## src/rtl/frx_pkg.sv

```systemverilog
package frx_pkg;
  typedef enum logic [2:0] {
    ST_IDLE,
    ST_START,
    ST_DATA,
    ST_PAR,
    ST_STOP,
    ST_BREAK
  } frx_state_t;
endpackage

```

## src/rtl/frx_sync.sv

```systemverilog
module frx_sync #(
  parameter int STAGES = 2
) (
  input  logic clk,
  input  logic rst,
  input  logic din,
  output logic dout
);
  logic [STAGES-1:0] sh;

  always_ff @(posedge clk) begin
    if (rst) sh <= '1;
    else     sh <= {sh[STAGES-2:0], din};
  end

  assign dout = sh[STAGES-1];
endmodule

```

## src/rtl/frx_parity.sv

```systemverilog
module frx_parity #(
  parameter int W = 9
) (
  input  logic [W-1:0] data,
  input  logic         pbit,
  input  logic         en,
  input  logic         odd,
  output logic         mismatch
);
  // data bits above the character length are zero, so the full-width XOR is exact
  assign mismatch = en & (pbit ^ (^data) ^ odd);
endmodule

```

## src/rtl/serial_frame_rx.sv

```systemverilog
module serial_frame_rx
  import frx_pkg::*;
#(
  parameter int OVS         = 16,
  parameter int MIN_BITS    = 5,
  parameter int MAX_BITS    = 9,
  parameter int SYNC_STAGES = 2,
  localparam int CW  = $clog2(OVS),
  localparam int MID = OVS / 2,
  localparam int LW  = $clog2(MAX_BITS + 1)
) (
  input  logic                clk,
  input  logic                rst,
  input  logic                tick,
  input  logic                rx_line,
  input  logic [LW-1:0]       cfg_len,
  input  logic [1:0]          cfg_par,
  output logic [MAX_BITS-1:0] rx_data,
  output logic                rx_valid,
  output logic                rx_perr,
  output logic                rx_ferr
);
  frx_state_t          state;
  logic                line;
  logic [CW-1:0]       cnt;
  logic [LW-1:0]       idx;
  logic [LW-1:0]       len_q;
  logic [LW-1:0]       len_cl;
  logic [1:0]          par_q;
  logic [MAX_BITS-1:0] shreg;
  logic                pbit;
  logic                perr_w;
  logic                mid_hit;
  logic                full_hit;

  frx_sync #(.STAGES(SYNC_STAGES)) u_sync (
    .clk (clk),
    .rst (rst),
    .din (rx_line),
    .dout(line)
  );

  frx_parity #(.W(MAX_BITS)) u_par (
    .data    (shreg),
    .pbit    (pbit),
    .en      (par_q[1]),
    .odd     (par_q[0]),
    .mismatch(perr_w)
  );

  always_comb begin
    if (cfg_len < LW'(MIN_BITS))      len_cl = LW'(MIN_BITS);
    else if (cfg_len > LW'(MAX_BITS)) len_cl = LW'(MAX_BITS);
    else                              len_cl = cfg_len;
  end

  assign mid_hit  = tick && (cnt == CW'(MID - 1));
  assign full_hit = tick && (cnt == CW'(OVS - 1));

  always_ff @(posedge clk) begin
    if (rst) begin
      state    <= ST_IDLE;
      cnt      <= '0;
      idx      <= '0;
      len_q    <= LW'(MIN_BITS);
      par_q    <= 2'b00;
      shreg    <= '0;
      pbit     <= 1'b0;
      rx_valid <= 1'b0;
      rx_data  <= '0;
      rx_perr  <= 1'b0;
      rx_ferr  <= 1'b0;
    end else begin
      rx_valid <= 1'b0;
      case (state)
        ST_IDLE: begin
          if (tick && !line) begin
            state <= ST_START;
            cnt   <= '0;
            idx   <= '0;
            shreg <= '0;
            len_q <= len_cl;
            par_q <= cfg_par;
          end
        end
        ST_START: begin
          if (mid_hit) begin
            cnt   <= '0;
            state <= line ? ST_IDLE : ST_DATA;
          end else if (tick) begin
            cnt <= cnt + CW'(1);
          end
        end
        ST_DATA: begin
          if (full_hit) begin
            cnt        <= '0;
            shreg[idx] <= line;
            if (idx == len_q - LW'(1)) state <= par_q[1] ? ST_PAR : ST_STOP;
            else                       idx   <= idx + LW'(1);
          end else if (tick) begin
            cnt <= cnt + CW'(1);
          end
        end
        ST_PAR: begin
          if (full_hit) begin
            cnt   <= '0;
            pbit  <= line;
            state <= ST_STOP;
          end else if (tick) begin
            cnt <= cnt + CW'(1);
          end
        end
        ST_STOP: begin
          if (full_hit) begin
            cnt      <= '0;
            rx_valid <= 1'b1;
            rx_data  <= shreg;
            rx_perr  <= perr_w;
            rx_ferr  <= !line;
            state    <= line ? ST_IDLE : ST_BREAK;
          end else if (tick) begin
            cnt <= cnt + CW'(1);
          end
        end
        ST_BREAK: begin
          if (line) state <= ST_IDLE;
        end
        default: state <= ST_IDLE;
      endcase
    end
  end

  // strobe lasts one cycle
  a_r7_valid_pulse: assert property (@(posedge clk) disable iff (rst)
    rx_valid |=> !rx_valid);

  // strobe only follows a stop-bit sample
  a_r7_valid_after_stop: assert property (@(posedge clk) disable iff (rst)
    rx_valid |-> $past(state) == ST_STOP);

  // unused upper bits cleared
  a_r4_upper_clear: assert property (@(posedge clk) disable iff (rst)
    rx_valid |-> ((rx_data >> len_q) == '0));

  // no parity error without a parity bit
  a_r5_no_perr_when_off: assert property (@(posedge clk) disable iff (rst)
    (rx_valid && !par_q[1]) |-> !rx_perr);

  // start qualification never runs past mid-bit
  a_r2_start_window: assert property (@(posedge clk) disable iff (rst)
    (state == ST_START) |-> (cnt < CW'(MID)));

  // break state left only on a high line
  a_r9_break_exit: assert property (@(posedge clk) disable iff (rst)
    ($past(state) == ST_BREAK && state != ST_BREAK) |-> $past(line));
endmodule

```

## config.mk

```make
export PLATFORM = sky130hd
export DESIGN_NAME = serial_frame_rx
export DESIGN_NICKNAME = d
export VERILOG_FILES = /design/src/rtl/frx_pkg.sv /design/src/rtl/frx_sync.sv /design/src/rtl/frx_parity.sv /design/src/rtl/serial_frame_rx.sv
export SDC_FILE = /design/constraint.sdc
export NUM_CORES = 1
export LEC_CHECK = 0
export BUFFER_PORTS_ARGS = -buffer_cell sky130_fd_sc_hd__buf_2
export CORE_UTILIZATION = 30
export CTS_BUF_LIST = sky130_fd_sc_hd__clkbuf_8
export CTS_CLUSTER_SIZE = 28
export DETAILED_ROUTE_END_ITERATION = 7
export SYNTH_ARGS = -nofsm -noshare
export SYNTH_HDL_FRONTEND = slang
export SYNTH_SLANG_ARGS = --single-unit
```

## constraint.sdc

```tcl
create_clock -name clk -period 2.8 [get_ports clk]
set_input_delay 0.56 -clock clk [delete_from_list [all_inputs] [get_ports clk]]
set_output_delay 0.56 -clock clk [all_outputs]
set_load 0.05 [all_outputs]
```

==> impl_metrics.tcl, run 1 <==
set metrics [dict create \
    ys_ff_latch 41 \
    design_area_um2 2377 \
    globalplace.congestion 0.8276 \
    mostFrequentLayoutCells "dfxtp_1, nand2_1, a21oi_1" \
    area_growth_pct 12.23 \
    min_period_over_period_pct 72.13 \
    p_per_area_nw_per_um2 453.1 \
    cp.required_ns 3.02 \
    cts_buffer_depth 2 \
    critical-path-max-stage-delay_ns 0.61 \
    drive_gt1_share_pct 15.07 \
    grt_usage_pct 12.54 \
    finalCriticalPeriod_ns 2.020 \
    critPathMaxFanout 14 \
    crit_family "simple AND/OR/NAND/NOR gates" \
    fill_cells 712 \
    grt_pass1_wl_mm 7.389 \
    synth_cell_types 47 \
    nets 287 \
    setup_viol 0 \
    hold_path_class "reg2reg" \
    dp_hpwl_mm 3.061 \
    core_area_um2 6794 \
    tritoncts "done" \
    slew_headroom_pct 55.57 \
    cts.clk_slew.worst_paths_ns 0.08 \
    ctsHoldBuffers 0 \
    hold_viol 0 \
    start_kind "flip-flop" \
    start_util_pct 31.18 \
    critPathArrivalTime_ns 2.24 \
    dieArea_um2 7401 \
    via_per_inst 4.807 \
    grt_max_degree 40 \
    cts_num_sinks 41 \
    worst_pin_slew_ns 0.6665 \
    cts_buffers 5 \
    final_common_cell "dfxtp_1" \
    row_count 30 \
    io_pins 22 \
    synth_nets 273 \
    tns_ns 0 \
    gr-total-overflow 0 \
    path_class "reg2reg" \
    multi_input_area_um2 1196 \
    place_area_um2 2272 \
    drtIter0Drc 143 \
    fmax_mhz 495.1 \
    worst-r2r-setup-slack_ns 0.78 \
    fin_hold_ws_ns 0.4185 \
    antenna_found_initial 0 \
    drv_slew 0 \
    post_drt_wl_per_cell_um 11.70 \
    avgSynthCellArea_um2 8.242 \
    rsz0062_at_grt "no" \
    p_leak_nw 0.8508 \
    cts_max_level 2 \
    finClkSkew_ns 0.008955 \
    cp_cell_sequence "or3b_2, nor2_1, nor4b_2, nand2_1, a21oi_1" \
    die_x_um 86.03 \
    dr.pass1.iters 4 \
    routed_wl_mm 4.307 \
    dp_worst_setup_slack_ns 0.7927 \
    maxCapViolations 0 \
    io_buffers 21 \
    ir_drop_mv 0.1833 \
    worst-path-buf-inv 0 \
    insertion_delay_ns 0.29 \
    cts-root-buf "clkbuf_8" \
    drc_errors 0 \
    regArea_um2 820.8 \
    cts_setup_buffers 0 \
    synth_warnings 0 \
    die_h_um 86.03 \
    netlist_instances 257 \
    cts_resized 0 \
    cp_slowest_cell "or3b_2" \
    seq_area_frac_synth_pct 38.75 \
    diodes 0 \
    num_vias 1769 \
    status "finished clean" \
    critPathCaptureType "flip-flop" \
    grt_pass1_vias 1607 \
    ant_nets 0 \
    netlist_area_um2 2118 \
    fin_ws_ns 0.7804 \
]
[Yosys cell counts, drive strengths merged]
cell	number	share of area, %
nand4	2	0.59
clkbuf	9	1.6
xor3	1	1.1
a221oi	1	0.41
ha	6	3.5
nand3	7	1.7
and4	1	0.41
o21a	1	0.35
mux2i	2	0.95
a22oi	1	0.35
a31oi	1	0.30
o2111ai	1	0.41
a21oi	37	8.7
buf	5	1.8
nor3	5	1.4
nand4b	2	0.83
mux2	1	0.71
or3	3	0.89
o41ai	1	0.41
a31o	1	0.41
xor2	4	1.7
or3b	1	0.41
o21ai	12	2.8
a41oi	1	0.41
nor4b	3	1.8
nand2	40	7.4
nor2b	4	1.2
a21o	1	0.35
a211oi	2	0.71
a211o	2	0.83
and3	1	0.30
xnor2	14	5.8
or2	3	1.0
nor2	20	3.5
o211ai	2	0.71
inv	8	1.4
o31ai	2	1.4
nand3b	2	0.71
dfxtp	41	39
nand2b	6	1.9
[worst paths after layout]
path,startpoint,endpoint,depth (start not counted)
setup reg to reg,state[1]$_SDFFE_PP0P_,shreg[5]$_SDFFE_PP0P_,5
setup / recovery,state[1]$_SDFFE_PP0P_,shreg[5]$_SDFFE_PP0P_,5
hold reg to reg,u_sync.sh[0]$_SDFF_PP1_,u_sync.sh[1]$_SDFF_PP1_,1
hold / removal,u_sync.sh[0]$_SDFF_PP1_,u_sync.sh[1]$_SDFF_PP1_,1
[sequential cells by signal, summed over array words and instances, names as in the netlist]
register	count
u_sync.sh	2
pbit	1
cnt	4
par_q	2
idx	4
len_q	4
shreg	9
state	3
rx_valid	1
rx_data	9
rx_ferr	1
rx_perr	1
[metal layers]
metal | GRT usage, % | share of wire [%]
met1 | 16.63 | 49
met2 | 19.26 | 43
met3 | 3.272 | 5.8
met4 | 5.152 | 1.9
met5 | 0 | 0
[power by group]
| part | leakage (nW) | internal, mW | switching [mW] |
|---|---|---|---|
| Combinational | 0.465 | 0.0196 | 0.0314 |
| Clock | 0.0549 | 0.228 | 0.206 |
| Sequential | 0.331 | 0.587 | 0.00532 |
| Total | 0.851 | 0.834 | 0.243 |
[layout make-up]
cell class / count / share of cell area (%)
multi-input combinational: 194 / 50.32
sequential: 41 / 34.53
tap: 96 / 5.053
timing repair buffer: 21 / 4.421
clock buffer: 7 / 4.053
inverter: 8 / 1.263
clock inverter: 1 / 0.3684
[stage by stage]
stage / utilization [%] / cells / power, mW
final: 34.99 / 368 / 1.077
after global routing: 34.99 / 368 / 1.122
after CTS: 34.99 / 368 / 1.092
after detailed placement: 33.44 / 360 / 0.6572
after global placement: 33.44 / 360 / 0.6568
after floorplan: - / 257 / 0.6439
[cell families after synthesis]
| logic type | after synthesis | share of synthesized area (%) |
|---|---|---|
| multiplexers | 3 | 1.654 |
| AND/OR/NAND/NOR | 100 | 24.10 |
| buffers and inverters | 22 | 4.784 |
| adder cells (fa/ha/maj) | 6 | 3.544 |
| XOR/XNOR | 19 | 8.564 |
| AO/OA/AOI/OAI | 66 | 18.61 |
| flip-flops | 41 | 38.75 |
No activity file was read; power rests on OpenSTA's default activity.
==> inputs of run 2 (changes only) <==
clock period = 1.8 ns   (was 2.8 ns; I/O delays follow)
==> impl_metrics.tcl, run 2 (same netlist as run 1, synthesis figures left out) <==
set metrics [dict create \
    grt_usage_pct 12.87 \
    cts-root-buf "clkbuf_8" \
    insertion_delay_ns 0.29 \
    nets 309 \
    tns_ns 0 \
    cts_buffer_depth 2 \
    setup_viol 0 \
    die_x_um 86.03 \
    p_per_area_nw_per_um2 629.0 \
    reg2reg_from "len_q[0]$_SDFFE_PP1P_" \
    ir_drop_mv 0.2987 \
    cp_slowest_cell "dfxtp_1" \
    grt_max_degree 17 \
    critPathArrivalTime_ns 1.89 \
    crit_family "flip-flops" \
    globalplace.congestion 0.7932 \
    routed_wl_mm 4.368 \
    stdcell_count 390 \
    finClkSkew_ns 0.007615 \
    critical-path-max-stage-delay_ns 0.34 \
    drv_slew 0 \
    critPathMaxFanout 3 \
    worst-r2r-setup-slack_ns 0.09 \
    ant_nets 0 \
    cts_buffers 5 \
    dr.pass1.iters 4 \
    drc_errors 0 \
    tritoncts "done" \
    start_kind "flip-flop" \
    antenna_found_initial 0 \
    hold_viol 0 \
    worst-path-buf-inv 1 \
    drtIter0Drc 111 \
    grt_pass1_wl_mm 7.645 \
    critPathCaptureType "flip-flop" \
    hold_path_class "in2reg" \
    maxCapViolations 0 \
    dieArea_um2 7401 \
    path_class "reg2reg" \
    reg_top3 "rx_data x9, shreg x9" \
    cts.clk_slew.worst_paths_ns 0.08 \
    dp_hpwl_mm 3.219 \
    min_period_over_period_pct 94.86 \
    num_vias 1849 \
    fmax_mhz 585.6 \
    dp.cells 380 \
    start_util_pct 31.18 \
    cts_max_level 2 \
    cts_num_sinks 41 \
    io_pins 22 \
    gr-total-overflow 0 \
    finalCriticalPeriod_ns 1.708 \
    mostFrequentLayoutCells "nand2_1, dfxtp_1, a21oi_1" \
    rsz0062_at_grt "no" \
    cp.required_ns 1.98 \
    cp_cell_sequence "inv_1, ha_4, xnor2_2, nor3_4, a21o_1, nand2_4, mux2_4" \
    post_drt_wl_per_cell_um 11.20 \
    diodes 0 \
    area_growth_pct 21.20 \
    drive_gt1_share_pct 23.47 \
    worstHoldStart "rx_line" \
    critPathLaunch "len_q[0]$_SDFFE_PP1P_" \
    core_area_um2 6794 \
    worst_pin_slew_ns 0.2943 \
    p_leak_nw 0.9507 \
    grt_pass1_vias 1649 \
    status "finished clean" \
    via_per_inst 4.741 \
    die_h_um 86.03 \
    row_count 30 \
    io_buffers 21 \
    ctsHoldBuffers 0 \
    slew_headroom_pct 80.12 \
]
## run 2: cell types whose count changed in the layout (fill, tap and decap cells not counted), sizes merged
cell	delta
buf	+22
clkbuf	-2
clkinv	+2
clkinvlp	+1
inv	-1
## run 2: area by class of cell
type / count / area [um2]
flip-flops and latches: 41 / 823.3
fillers: 700 / 4227
clock buffers: 5 / 68.82
repair buffers: 43 / 270.3
clock inverters: 3 / 17.52
multi-input cells: 194 / 1237
inverters: 8 / 30.03
well taps: 96 / 120.1
## run 2: path summary, 6_finish.rpt
check | end | depth (start not counted)
worst min-delay path | u_sync.sh[0]$_SDFF_PP1_ | 2
worst max register to register | state[1]$_SDFFE_PP0P_ | 7
worst max-delay path | state[1]$_SDFFE_PP0P_ | 7
worst min register to register | u_sync.sh[1]$_SDFF_PP1_ | 1
## run 2: power by group
| group | switching (mW) | leakage (nW) | internal [mW] |
|---|---|---|---|
| registers | 0.00517 | 0.332 | 0.913 |
| logic | 0.0570 | 0.575 | 0.0453 |
| clock network | 0.326 | 0.0439 | 0.268 |
| total | 0.388 | 0.951 | 1.23 |
## run 2: worst reg2reg max path, delay by kind of cell (launching register included)
kind            cells  cell delay [ns]
buf+inv             1             0.07
compound gates      1             0.21
flops               1             0.34
mux                 1             0.30
xor+xnor            1             0.14
simple gates        2             0.31
fa+ha+maj           1             0.24
## run 2: through the flow
| stage | worst slack [ns] | util, % | power [mW] | instance area, um2 | hold slack (ns) |
|---|---|---|---|---|---|
| after floorplan | 0.07338 | - | 1.002 | 2118 | 0.3895 |
| after global placement | 0.02754 | 35.65 | 1.034 | 2422 | 0.3936 |
| final | 0.09246 | 37.79 | 1.615 | 2567 | 0.2485 |
| after global routing | 0.0007763 | 37.79 | 1.696 | 2567 | 0.2292 |
| after detailed placement | -0.03315 | 35.65 | 1.035 | 2422 | 0.3981 |
| after CTS | 0.001659 | 36.98 | 1.627 | 2512 | 0.2434 |
## run 2: layer usage
metal | GRT usage [%] | wire (um) | vias to the layer above
met5 | 0 | 0 | -
met4 | 3.636 | 46 | 0
met3 | 3.465 | 239 | 5
met2 | 19.91 | 1881 | 48
met1 | 17.53 | 2201 | 839
li1 | - | - | 957
## run 2: what timing repair did
action / CTS / global route
setup endpoints to repair: 1 / 12
cloned: 0 / 0
setup buffers: 0 / 2
gates resized for setup: 1 / 14
pin swaps: 1 / 4
